==> src/rtl/ofs_prog_pkg.sv <==
package ofs_prog_pkg;

   localparam int NUM_REGS = 4;
   localparam int SEL_W    = $clog2(NUM_REGS);

   typedef enum logic [SEL_W-1:0] {
      SEL_AE_LO = 2'd0,
      SEL_AE_HI = 2'd1,
      SEL_AF_LO = 2'd2,
      SEL_AF_HI = 2'd3
   } reg_sel_t;

   function automatic reg_sel_t next_sel(input reg_sel_t cur);
      return reg_sel_t'(cur + 1'b1);
   endfunction

endpackage

==> src/rtl/ofs_sel_ptr.sv <==
module ofs_sel_ptr
   import ofs_prog_pkg::*;
(
   input  logic     clk,
   input  logic     rst_n,
   input  logic     acc,
   output reg_sel_t sel
);

   reg_sel_t sel_q;

   always_ff @(posedge clk) begin
      if (!rst_n)
         sel_q <= SEL_AE_LO;
      else if (acc)
         sel_q <= next_sel(sel_q);
   end

   assign sel = sel_q;


   ptr_adv_chk: assert property (@(posedge clk) disable iff (!rst_n)
      acc |=> (sel_q == reg_sel_t'($past(sel_q) + 1'b1)));


   ptr_hold_chk: assert property (@(posedge clk) disable iff (!rst_n)
      !acc |=> $stable(sel_q));

endmodule

==> src/rtl/ofs_reg_bank.sv <==
module ofs_reg_bank
   import ofs_prog_pkg::*;
#(
   parameter int DW      = 9,
   parameter int LO_INIT = 7,
   parameter int HI_INIT = 0
) (
   input  logic                         clk,
   input  logic                         rst_n,
   input  logic                         wr,
   input  logic [SEL_W-1:0]             sel,
   input  logic [DW-1:0]                wdata,
   output logic [NUM_REGS-1:0][DW-1:0]  regs
);

   for (genvar g = 0; g < NUM_REGS; g++) begin : g_reg
      localparam logic [SEL_W-1:0] MY_SEL = SEL_W'(g);
      localparam logic [DW-1:0]    INIT   = (g % 2 == 0) ? DW'(LO_INIT) : DW'(HI_INIT);
      logic [DW-1:0] val_q;

      always_ff @(posedge clk) begin
         if (!rst_n)
            val_q <= INIT;
         else if (wr && (sel == MY_SEL))
            val_q <= wdata;
      end

      assign regs[g] = val_q;
   end


   reg_load_chk: assert property (@(posedge clk) disable iff (!rst_n)
      wr |=> (regs[$past(sel)] == $past(wdata)));


   reg_hold_chk: assert property (@(posedge clk) disable iff (!rst_n)
      !wr |=> $stable(regs));

endmodule

==> src/rtl/ofs_assemble.sv <==
module ofs_assemble #(
   parameter int DW = 9,
   parameter int AW = 16
) (
   input  logic [DW-1:0] lo,
   input  logic [DW-1:0] hi,
   output logic [AW-1:0] value
);

   localparam int FULL_W = 2 * DW;

   logic [FULL_W-1:0] joined;
   assign joined = {hi, lo};

   if (AW <= FULL_W) begin : g_trunc
      assign value = joined[AW-1:0];
   end else begin : g_extend
      assign value = {{(AW - FULL_W){1'b0}}, joined};
   end

endmodule

==> src/rtl/ofs_prog_port.sv <==
module ofs_prog_port
   import ofs_prog_pkg::*;
#(
   parameter int DW      = 9,
   parameter int AW      = 16,
   parameter int LO_INIT = 7,
   parameter int HI_INIT = 0
) (
   input  logic          clk,
   input  logic          rst_n,
   input  logic          cfg_sel_n,
   input  logic          wr_en_n,
   input  logic          rd_en_n,
   input  logic [DW-1:0] wr_data,
   output logic [DW-1:0] rd_data,
   output logic          mem_wr,
   output logic          mem_rd,
   output logic [AW-1:0] ae_offset,
   output logic [AW-1:0] af_offset
);

   initial begin
      if (DW < 1)  $error("DW must be at least 1");
      if (AW < 1)  $error("AW must be at least 1");
      if (LO_INIT >= (1 << DW) || HI_INIT >= (1 << DW))
         $error("reset thresholds must fit in DW bits");
   end

   logic cfg_wr, cfg_rd, cfg_acc;
   reg_sel_t sel;
   logic [NUM_REGS-1:0][DW-1:0] regs;
   logic [DW-1:0] rd_q;

   assign cfg_wr  = !cfg_sel_n && !wr_en_n;
   assign cfg_rd  = !cfg_sel_n && !rd_en_n && wr_en_n;
   assign cfg_acc = cfg_wr || cfg_rd;
   assign mem_wr  = cfg_sel_n && !wr_en_n;
   assign mem_rd  = cfg_sel_n && !rd_en_n;

   ofs_sel_ptr i_ptr (
      .clk   (clk),
      .rst_n (rst_n),
      .acc   (cfg_acc),
      .sel   (sel)
   );

   ofs_reg_bank #(
      .DW      (DW),
      .LO_INIT (LO_INIT),
      .HI_INIT (HI_INIT)
   ) i_bank (
      .clk   (clk),
      .rst_n (rst_n),
      .wr    (cfg_wr),
      .sel   (sel),
      .wdata (wr_data),
      .regs  (regs)
   );

   always_ff @(posedge clk) begin
      if (!rst_n)
         rd_q <= '0;
      else if (cfg_rd)
         rd_q <= regs[sel];
   end

   assign rd_data = rd_q;

   ofs_assemble #(.DW(DW), .AW(AW)) i_ae (
      .lo    (regs[SEL_AE_LO]),
      .hi    (regs[SEL_AE_HI]),
      .value (ae_offset)
   );

   ofs_assemble #(.DW(DW), .AW(AW)) i_af (
      .lo    (regs[SEL_AF_LO]),
      .hi    (regs[SEL_AF_HI]),
      .value (af_offset)
   );


   no_dual_access_chk: assert property (@(posedge clk) disable iff (!rst_n)
      !(!cfg_sel_n && !wr_en_n && !rd_en_n));


   rd_hold_chk: assert property (@(posedge clk) disable iff (!rst_n)
      !cfg_rd |=> $stable(rd_data));


   mem_route_chk: assert property (@(posedge clk) disable iff (!rst_n)
      cfg_sel_n |=> ($stable(ae_offset) && $stable(af_offset)));

endmodule

==> config.mk <==
export PLATFORM = sky130hd
export DESIGN_NAME = ofs_prog_port
export DESIGN_NICKNAME = d
export VERILOG_FILES = /design/src/rtl/ofs_prog_pkg.sv /design/src/rtl/ofs_sel_ptr.sv /design/src/rtl/ofs_reg_bank.sv /design/src/rtl/ofs_assemble.sv /design/src/rtl/ofs_prog_port.sv
export SDC_FILE = /design/constraint.sdc
export NUM_CORES = 1
export LEC_CHECK = 0
export ABC_AREA = 0
export CAP_MARGIN = 20
export CORE_ASPECT_RATIO = 0.8
export CORE_MARGIN = 1
export CORE_UTILIZATION = 42
export DETAILED_ROUTE_END_ITERATION = 12
export DONT_BUFFER_PORTS = 1
export SLEW_MARGIN = 10
export SYNTH_ARGS = -nofsm -noshare
export SYNTH_HDL_FRONTEND = slang
export SYNTH_SLANG_ARGS = --single-unit
==> constraint.sdc <==
create_clock -name clk -period 2.9 [get_ports clk]
set_input_delay 0.58 -clock clk [delete_from_list [all_inputs] [get_ports clk]]
set_output_delay 0.58 -clock clk [all_outputs]
set_load 0.02 [all_outputs]
* Word level (Yosys, flattened, before mapping)
Cells that the tools add are included.
Cells by class: multipliers 0, bitwise operators 0, add/sub/neg operators 1, mux-type cells 2, $lt $le $gt $ge 1, equality and inequality tests 3, div/mod/pow operators 0, shift-type cells 0, reductions and logical operators 14
Operators by type and width (count):
- $bmux 9 s2 | 1
- $logic_and 1x1->1 | 9
- $mux 9 | 1
- $eq 2x2->1 const B | 2
- $logic_not 1->1 | 3
- $lt 2x3->1 const B | 1
- $add 2x1->2 const B | 1
- $eq 2x1->1 const B | 1
- $logic_not 2->1 | 1
- $logic_or 1x1->1 | 1
Storage, ports and cells: bits in registers 47, RAM bits 0, word-level logic and storage cells 27, memories 0, bits of input ports 14, bits in latches 0, bits in read-only memories 0

* Depth between registers and ports, before layout
Gate-level depths: netlist of run 1.
word-level depth 4, depth in mapped cells 7, depth with buffers taken out 5

* Cells and area by module
From an unflattened synthesis of run 1, not the netlist that was laid out.
Unflattened totals: cell total of the unflattened synthesis 211, area, all modules 2207.1 um^2
Modules (own cells, without submodules):
- ofs_reg_bank | cells an instance 134, instances 1, area an instance 1368.8 um^2, seq. area each 720.7 um^2
- ofs_prog_port | cells an instance 37, instances 1, area an instance 519.2 um^2, seq. area each 180.2 um^2
- ofs_assemble | cells an instance 16, instances 2, area an instance 120.1 um^2, seq. area each 0.0 um^2
- ofs_sel_ptr | cells an instance 8, instances 1, area an instance 78.8 um^2, seq. area each 40.0 um^2

* Worst setup path after synthesis of run 1
No wires, ideal clock.
path kind input-to-output, start point in wr_en_n, end point out mem_wr, buffers on the path 1, data arrival time 1.043 ns, path slack 1.277 ns, stages on the path 2, data required time 2.320 ns, cell sequence buf_2 nor2b_1
Between the ends: word-level cells in the longest chain between the ends 2
Ends and longest elaborated chain:
- start: declaration | line ofs_prog_port.sv:12 | input logic wr_en_n,
- $logic_not 1->1 | line ofs_prog_port.sv:37 | assign mem_wr = cfg_sel_n && !wr_en_n;
- $logic_and 1x1->1 | line ofs_prog_port.sv:37
- end: declaration | line ofs_prog_port.sv:16 | output logic mem_wr,
No other way between the ends.

* Final worst setup path of run 1
start point reg i_ptr.sel_q[1] (netlist: i_ptr.sel[1]), end point reg i_bank.g_reg[2].val_q[1]
Between the ends: word-level cells in the longest chain between the ends 2
Ends and longest elaborated chain:
- start: declaration | line ofs_sel_ptr.sv:10 | reg_sel_t sel_q;
- start signal: assignment | line ofs_sel_ptr.sv:16 | sel_q <= next_sel(sel_q);
- $eq 2x2->1 | line ofs_reg_bank.sv:24 | else if (wr && (sel == MY_SEL))
- $logic_and 1x1->1 | line ofs_reg_bank.sv:24
- end signal: assignment | line ofs_reg_bank.sv:25 | val_q <= wdata;
- end: declaration | line ofs_reg_bank.sv:19 | logic [DW-1:0] val_q;
No other way between the ends. A chain may end at the register's enable or synchronous reset.

==> results of run 1 <==
[state kept, by name, summed over array words and instances (netlist names)]
name            flops
i_bank.g.val_q     36
i_ptr.sel           2
rd_data             9
[cell type report]
| class | count | area, µm² | share of cell area |
|---|---|---|---|
| tap | 60 | 75.07 | 0.03474 |
| timing repair buffer | 4 | 30.03 | 0.01390 |
| inverter | 2 | 7.507 | 0.003474 |
| sequential | 47 | 940.9 | 0.4354 |
| clock inverter | 2 | 12.51 | 0.005790 |
| multi-input combinational | 108 | 1022 | 0.4731 |
| clock buffer | 6 | 72.57 | 0.03358 |
[cell families after synthesis]
logic type,after synthesis,share of synthesized area
buffers and inverters,28,0.08647
AOI/OAI and AO/OA,11,0.04471
adders and majority gates,4,0.02353
xor gates and xnor gates,1,0.004118
and+or+nand+nor,46,0.1294
muxes,46,0.2694
DFF,47,0.4424
[stage by stage]
stage,hold WS [ns],setup WS [ns]
final,0.3483,0.7576
after global routing,0.3312,0.6581
after CTS,0.3397,0.7094
after detailed placement,0.5085,0.7692
after global placement,0.4947,0.7685
after floorplan,0.4770,1.277
[placed cells by master, fill, tap and decap left out]
cell type,count
ha_1,4
and3_1,1
buf_4,4
nor3b_2,4
clkinvlp_4,1
dfxtp_1,47
a21boi_2,1
nor2_1,1
a22o_1,9
xnor2_1,1
clkbuf_1,1
and2_1,1
a21oi_1,1
clkinv_2,1
mux4_2,9
nand2_1,6
inv_1,2
mux2i_1,37
clkbuf_8,5
nor2b_1,33
[synth_stat cells]
cell type	n	area share
a21boi_2	1	0.0053
a21oi_1	1	0.0024
a22o_1	9	0.037
and2_1	1	0.0029
and3_1	1	0.0029
buf_2	3	0.0071
buf_4	18	0.064
buf_6	1	0.0053
clkbuf_1	4	0.0071
dfxtp_1	47	0.44
ha_1	4	0.024
inv_1	2	0.0035
mux2i_1	37	0.17
mux4_2	9	0.095
nand2_1	6	0.011
nor2_1	1	0.0018
nor2b_1	33	0.097
nor3b_1	4	0.014
xnor2_1	1	0.0041
[routing by layer]
layer | up-vias | global-route usage | share of wire
met5 | - | 0 | 0
met4 | 0 | 0.05357 | 0.010
met3 | 5 | 0.07222 | 0.090
met2 | 53 | 0.2760 | 0.46
met1 | 603 | 0.2116 | 0.44
li1 | 586 | - | -
[path summary, 6_finish.rpt]
| kind | cells after the start | to | slack (ns) |
|---|---|---|---|
| max | 5 | i_bank.g_reg[2].val_q[1] | 0.76 |
| min | 1 | i_bank.g_reg[2].val_q[2] | 0.35 |
| max reg2reg | 5 | i_bank.g_reg[2].val_q[1] | 0.76 |
| min reg2reg | 2 | i_bank.g_reg[1].val_q[8] | 0.54 |
[power by group through the flow]
stage               Clock [µW]  Sequential, µW  Combinational [µW]
finish                     389             705                 101
global route               427             709                 109
CTS                        393             706                 103
detailed placement           0             721                 101
global placement             0             720                97.8
floorplan                    0             703                 108
==> reports/qor.csv, run 1 <==
stage,metric,value,unit
routing,Detail Route Antenna Nets,0,
synthesis,Synthesis Warnings,0,
pwr,Clock power frac,0.326,
routing,via count,1247,
placement,dpl hpwl,3.050,mm
cells_and_area,post-layout util,0.4564,
synthesis,Yosys reg bits,47,
routing,Pre-antenna DRT Iters,4,
synthesis,"Seq/Total Area, Yosys",0.4424,
pwr,PD cells,553.0,mW/mm²
timing,final hold vios,0,
routing,Detailed Route WL,4.331,mm
pwr,Gate power share,0.084,
timing,Worst Tran Pin Value,0.9302,ns
pwr,NetSw,303.0,µW
critical_path,Worst path top cell family by delay,flip-flops,
global_route,largest net degree at the start of global routing,41,
timing,Max transition margin,0.3771,
die,die area,0.005355,mm²
die,die height,65.65,µm
global_route,first-pass GRT wire length,6.617,mm
global_route,antenna violations before repair,0,
routing,DR iter-0 viols,36,
cts,Max clock buf depth,2,
pwr,Pint,892.0,µW
die,Die Wd,81.57,µm
synthesis,Mapped Area,0.002127,mm²
cells_and_area,fraction of layout cells with a size suffix above 1,0.1479,
placement,GPL Wtd Cong,0.8163,
cells_and_area,P&R area growth vs syn,1.588,%
cells_and_area,antenna cells,0,
cts,clock latency on the worst-skew pair,0.30,ns
hold_path,Min-Delay Path Class,input pin to flip-flop,
critical_path,Critical path buffers and inverters,1,
cells_and_area,Final Instance Area,0.002161,mm²
critical_path,Critical Path RT,3.10,ns
critical_path,"Slowest-stage cell, CP",dfxtp_1,
die,total core area,0.004735,mm²
synthesis,syn_area_per_cell,11.62,µm²
placement,Buffers on Ports,0,
critical_path,worst-path fanout max,13,
timing,fin crit share,0.7388,
timing,Final Skew,0.002514,ns
global_route,GR Util All Layers,0.1736,
cells_and_area,# nets final,186,
critical_path,Critical Path Max Stage Delay,0.72,ns
timing,TNS Setup,0,ns
die,floorplan row count,22,
critical_path,crit-path cells,ha_1 -> nor3b_2 -> buf_4 -> mux2i_1 -> nand2_1,
cts,# Post-CTS Setup Buffers,0,
critical_path,Critical R2R Launch,i_ptr.sel[1],
die,io pins,57,
routing,drt wl/cell,18.91,µm
pwr,Leak,0.0006993,µW
timing,min Tclk post-route,2.142,ns
cells_and_area,final cell count without fillers,229,
pwr,Sw Share,0.2535,
routing,Post-route DRC,0,
cts,CTS tree,done,
placement,dpl cell area,0.002076,mm²
pwr,total power,1195,µW
critical_path,crit start category,flip-flop,
critical_path,Setup CP Type,flip-flop to flip-flop,
cts,clk root buf,clkbuf_8,
routing,Vias/cell,5.445,
timing,max-slew violations,0,
cts,cts hold-fix bufs,0,
cts,total CTS buffers,5,
critical_path,crit end category,flip-flop,
critical_path,WP data arrival,2.34,ns
die,Initial Util,0.4493,
cts,post_cts resized,0,
timing,Final setup viols,0,
synthesis,cells after synthesis,183,
hold_path,HP Start,rst_n,
outcome,status,"complete, no violations",
critical_path,Worst Setup SP,i_ptr.sel[1],
global_route,vias in the first global route,1259,
global_route,GR Overflow Total,0,
pwr,Peak supply drop,283.8,µV
synthesis,Netlist cell types,19,
cts,clock transition at the registers of the reported paths,0.09,ns
placement,DP Cell Count,221,
timing,Max Fclk,466.8,MHz
synthesis,Synthesized Nets,201,
cts,CTS sink cnt,47,
cells_and_area,fillers,447,
cts,H-tree depth,2,
timing,RSZ-0062 raised after global routing,no,
run,Max-Cap Viols,0,
pwr,sequential share of power,0.590,
(Power assumes the default switching activity.)
==> run 2: changes to the inputs <==
==> constraint.sdc (replaced) <==
create_clock -name clk -period 2.06 [get_ports clk]
set_input_delay 0.412 -clock clk [delete_from_list [all_inputs] [get_ports clk]]
set_output_delay 0.412 -clock clk [all_outputs]
set_load 0.02 [all_outputs]
==> run 2 against run 1 <==
  * Utilization rose by 0.87 points
  * Combinational power grew 53%
  * Sequential power increased by 39%
  * Critical endpoint is now i_bank.g_reg[0].val_q[0]
  * Register-to-register slack lost 0.36 ns
  * Clock power up 42%
  * Flip-flop and latch count stayed put
  * Global-route usage grew 0.88 points
  * First-iteration DRC count increased by 110%
  * Clock-buffer cell count did not move
  * Cell area increased by 1.9%
  * Die area is the same
  * Clock skew rose by 0.0054 ns
==> reports/qor.csv, run 2 (synthesis results as in run 1) <==
stage,metric,value,unit,change
global_route,GR Overflow Total,0,,unchanged
routing,Detailed Route WL,4.408,mm,+1.8%
cts,H-tree depth,2,,unchanged
timing,Final Skew,0.007950,ns,+0.005436 ns
pwr,Peak supply drop,358.4,µV,+26%
global_route,vias in the first global route,1298,,+3.1%
critical_path,"Slowest-stage cell, CP",dfxtp_1,,
critical_path,Worst R2R Setup Slack,0.40,ns,-0.36 ns
cells_and_area,Final Instance Area,0.002202,mm²,+1.9%
critical_path,Critical Path RT,2.26,ns,-0.84 ns
placement,GPL Wtd Cong,0.7690,,-5.8%
hold_path,HP Start,rst_n,,
cts,post_cts resized,0,,unchanged
cts,total CTS buffers,5,,unchanged
timing,Max transition margin,0.6421,,+0.2650
timing,Worst Tran Pin Value,0.5337,ns,-0.3966 ns
cts,Max clock buf depth,2,,unchanged
cells_and_area,# nets final,191,,+2.7%
timing,max-slew violations,0,,unchanged
timing,min Tclk post-route,1.658,ns,-0.4841 ns
die,Initial Util,0.4493,,unchanged
timing,final hold vios,0,,unchanged
timing,hold_ws,0.1829,ns,-0.1655 ns
die,die height,65.65,µm,unchanged
hold_path,Hold Path Depth,1,,unchanged
routing,via count,1290,,+3.4%
cells_and_area,most frequent cells in the layout,"dfxtp_1, mux2i_1, nor2b_1",,
global_route,first-pass GRT wire length,6.941,mm,+4.9%
placement,dpl hpwl,3.151,mm,+3.3%
critical_path,r2r worst-path depth,6,,+1
placement,dpl cell area,0.002113,mm²,+1.8%
global_route,GR Util All Layers,0.1824,,+0.008832
global_route,largest net degree at the start of global routing,41,,unchanged
global_route,antenna violations before repair,0,,unchanged
cells_and_area,P&R area growth vs syn,3.529,%,
routing,Vias/cell,5.513,,+1.2%
timing,Max Fclk,603.0,MHz,+29%
routing,Pre-antenna DRT Iters,4,,unchanged
pwr,PD cells,767.1,mW/mm²,+39%
cells_and_area,number of flip-flops in the largest register,36,,unchanged
critical_path,worst-path fanout max,9,,-4
cts,clock transition at the registers of the reported paths,0.09,ns,about the same
cts,cts hold-fix bufs,0,,unchanged
cells_and_area,"commonest non-fill, non-tap cell in the layout",dfxtp_1,,
critical_path,crit-path cells,inv_1 -> ha_1 -> nor3b_2 -> buf_4 -> mux2i_1 -> nand2_1,,
routing,Detail Route Antenna Nets,0,,unchanged
cells_and_area,post-layout util,0.4651,,+0.008721
critical_path,Critical R2R Launch,i_ptr.sel[1],,
cts,# Post-CTS Setup Buffers,0,,unchanged
cells_and_area,fraction of layout cells with a size suffix above 1,0.1724,,+0.02448
routing,drt wl/cell,18.84,µm,-0.40%
cells_and_area,antenna cells,0,,unchanged
die,Die Wd,81.57,µm,unchanged
critical_path,Critical Path Max Stage Delay,0.42,ns,-0.30 ns
critical_path,crit start category,flip-flop,,
die,io pins,57,,unchanged
cells_and_area,Largest Register,i_bank.g.val_q,,
pwr,Leak,0.0007270,µW,+4.0%
die,total core area,0.004735,mm²,unchanged
hold_path,Hold Path Sink,i_bank.g_reg[0].val_q[2],,
cts,CTS tree,done,,
timing,TNS Setup,0,ns,unchanged
timing,RSZ-0062 raised after global routing,no,,
cts,clk root buf,clkbuf_8,,
critical_path,R2R Path End,i_bank.g_reg[0].val_q[0],,
critical_path,crit end category,flip-flop,,
timing,Final setup viols,0,,unchanged
hold_path,Min-Delay Path Class,input pin to flip-flop,,
cts,CTS sink cnt,47,,unchanged
placement,Buffers on Ports,0,,unchanged
run,Max-Cap Viols,0,,unchanged
critical_path,WP data arrival,1.86,ns,-0.48 ns
timing,fin crit share,0.8050,,+0.06625
cts,clock latency on the worst-skew pair,0.30,ns,about the same
die,die area,0.005355,mm²,unchanged
die,floorplan row count,22,,unchanged
routing,DR iter-0 viols,74,,+110%
outcome,status,"complete, no violations",,
routing,Post-route DRC,0,,unchanged
critical_path,Setup CP Type,flip-flop to flip-flop,,
[run 2: cell types whose count changed in the layout (fill, tap and decap cells not counted)]
cell,delta
buf_4,+5
clkinv_2,-1
inv_6,+1
[run 2: per-stage QoR]
| step | setup WS, ns | cells | total power (µW) |
|---|---|---|---|
| after floorplan | 0.6256 | 183 | 1142 |
| after global placement | 0.4307 | 226 | 1158 |
| after detailed placement | 0.4133 | 226 | 1161 |
| after CTS | 0.3843 | 234 | 1711 |
| after global routing | 0.2423 | 234 | 1778 |
| final | 0.4017 | 234 | 1689 |
[run 2: cell type report]
class	instances	area, µm²
Timing Repair Buffer	9	67.56
Fill cell	445	2532
Inverter	2	7.507
Multi-Input combinational cell	108	1022
Sequential cell	47	940.9
Clock buffer	6	72.57
Tap cell	60	75.07
Clock inverter	2	16.27
[run 2: critical path, delay by kind of cell (launching register included)]
family / cells / cell delay, ns
buf+inv: 2 / 0.41
simple gates: 2 / 0.38
flops: 1 / 0.42
mux: 1 / 0.21
fa+ha+maj: 1 / 0.14
[run 2: worst max path at each step]
| stage | cells past startpoint | slack, ns | from | endpoint |
|---|---|---|---|---|
| after floorplan | 7 | 0.63 | i_ptr.sel[0] | i_bank.g_reg[2].val_q[0] |
| final | 6 | 0.40 | i_ptr.sel[1] | i_bank.g_reg[0].val_q[0] |
| after CTS | 5 | 0.38 | i_ptr.sel[1] | i_bank.g_reg[2].val_q[3] |
| after detailed placement | 5 | 0.41 | i_ptr.sel[1] | i_bank.g_reg[2].val_q[0] |
| after global placement | 5 | 0.43 | i_ptr.sel[1] | i_bank.g_reg[2].val_q[1] |
| after global routing | 6 | 0.24 | i_ptr.sel[1] | i_bank.g_reg[0].val_q[6] |
[run 2: layer usage]
metal	share of wire	track usage	wire [µm]
met3	0.086	0.07222	378
met4	0.011	0.06027	48
met2	0.43	0.2594	1895
met5	0	0	0
met1	0.47	0.2485	2086
[run 2: power by group]
group | switching, µW | internal [µW]
sequential | 48.7 | 933
clock | 308 | 244
combinational | 67.3 | 87.7
total | 424 | 1260
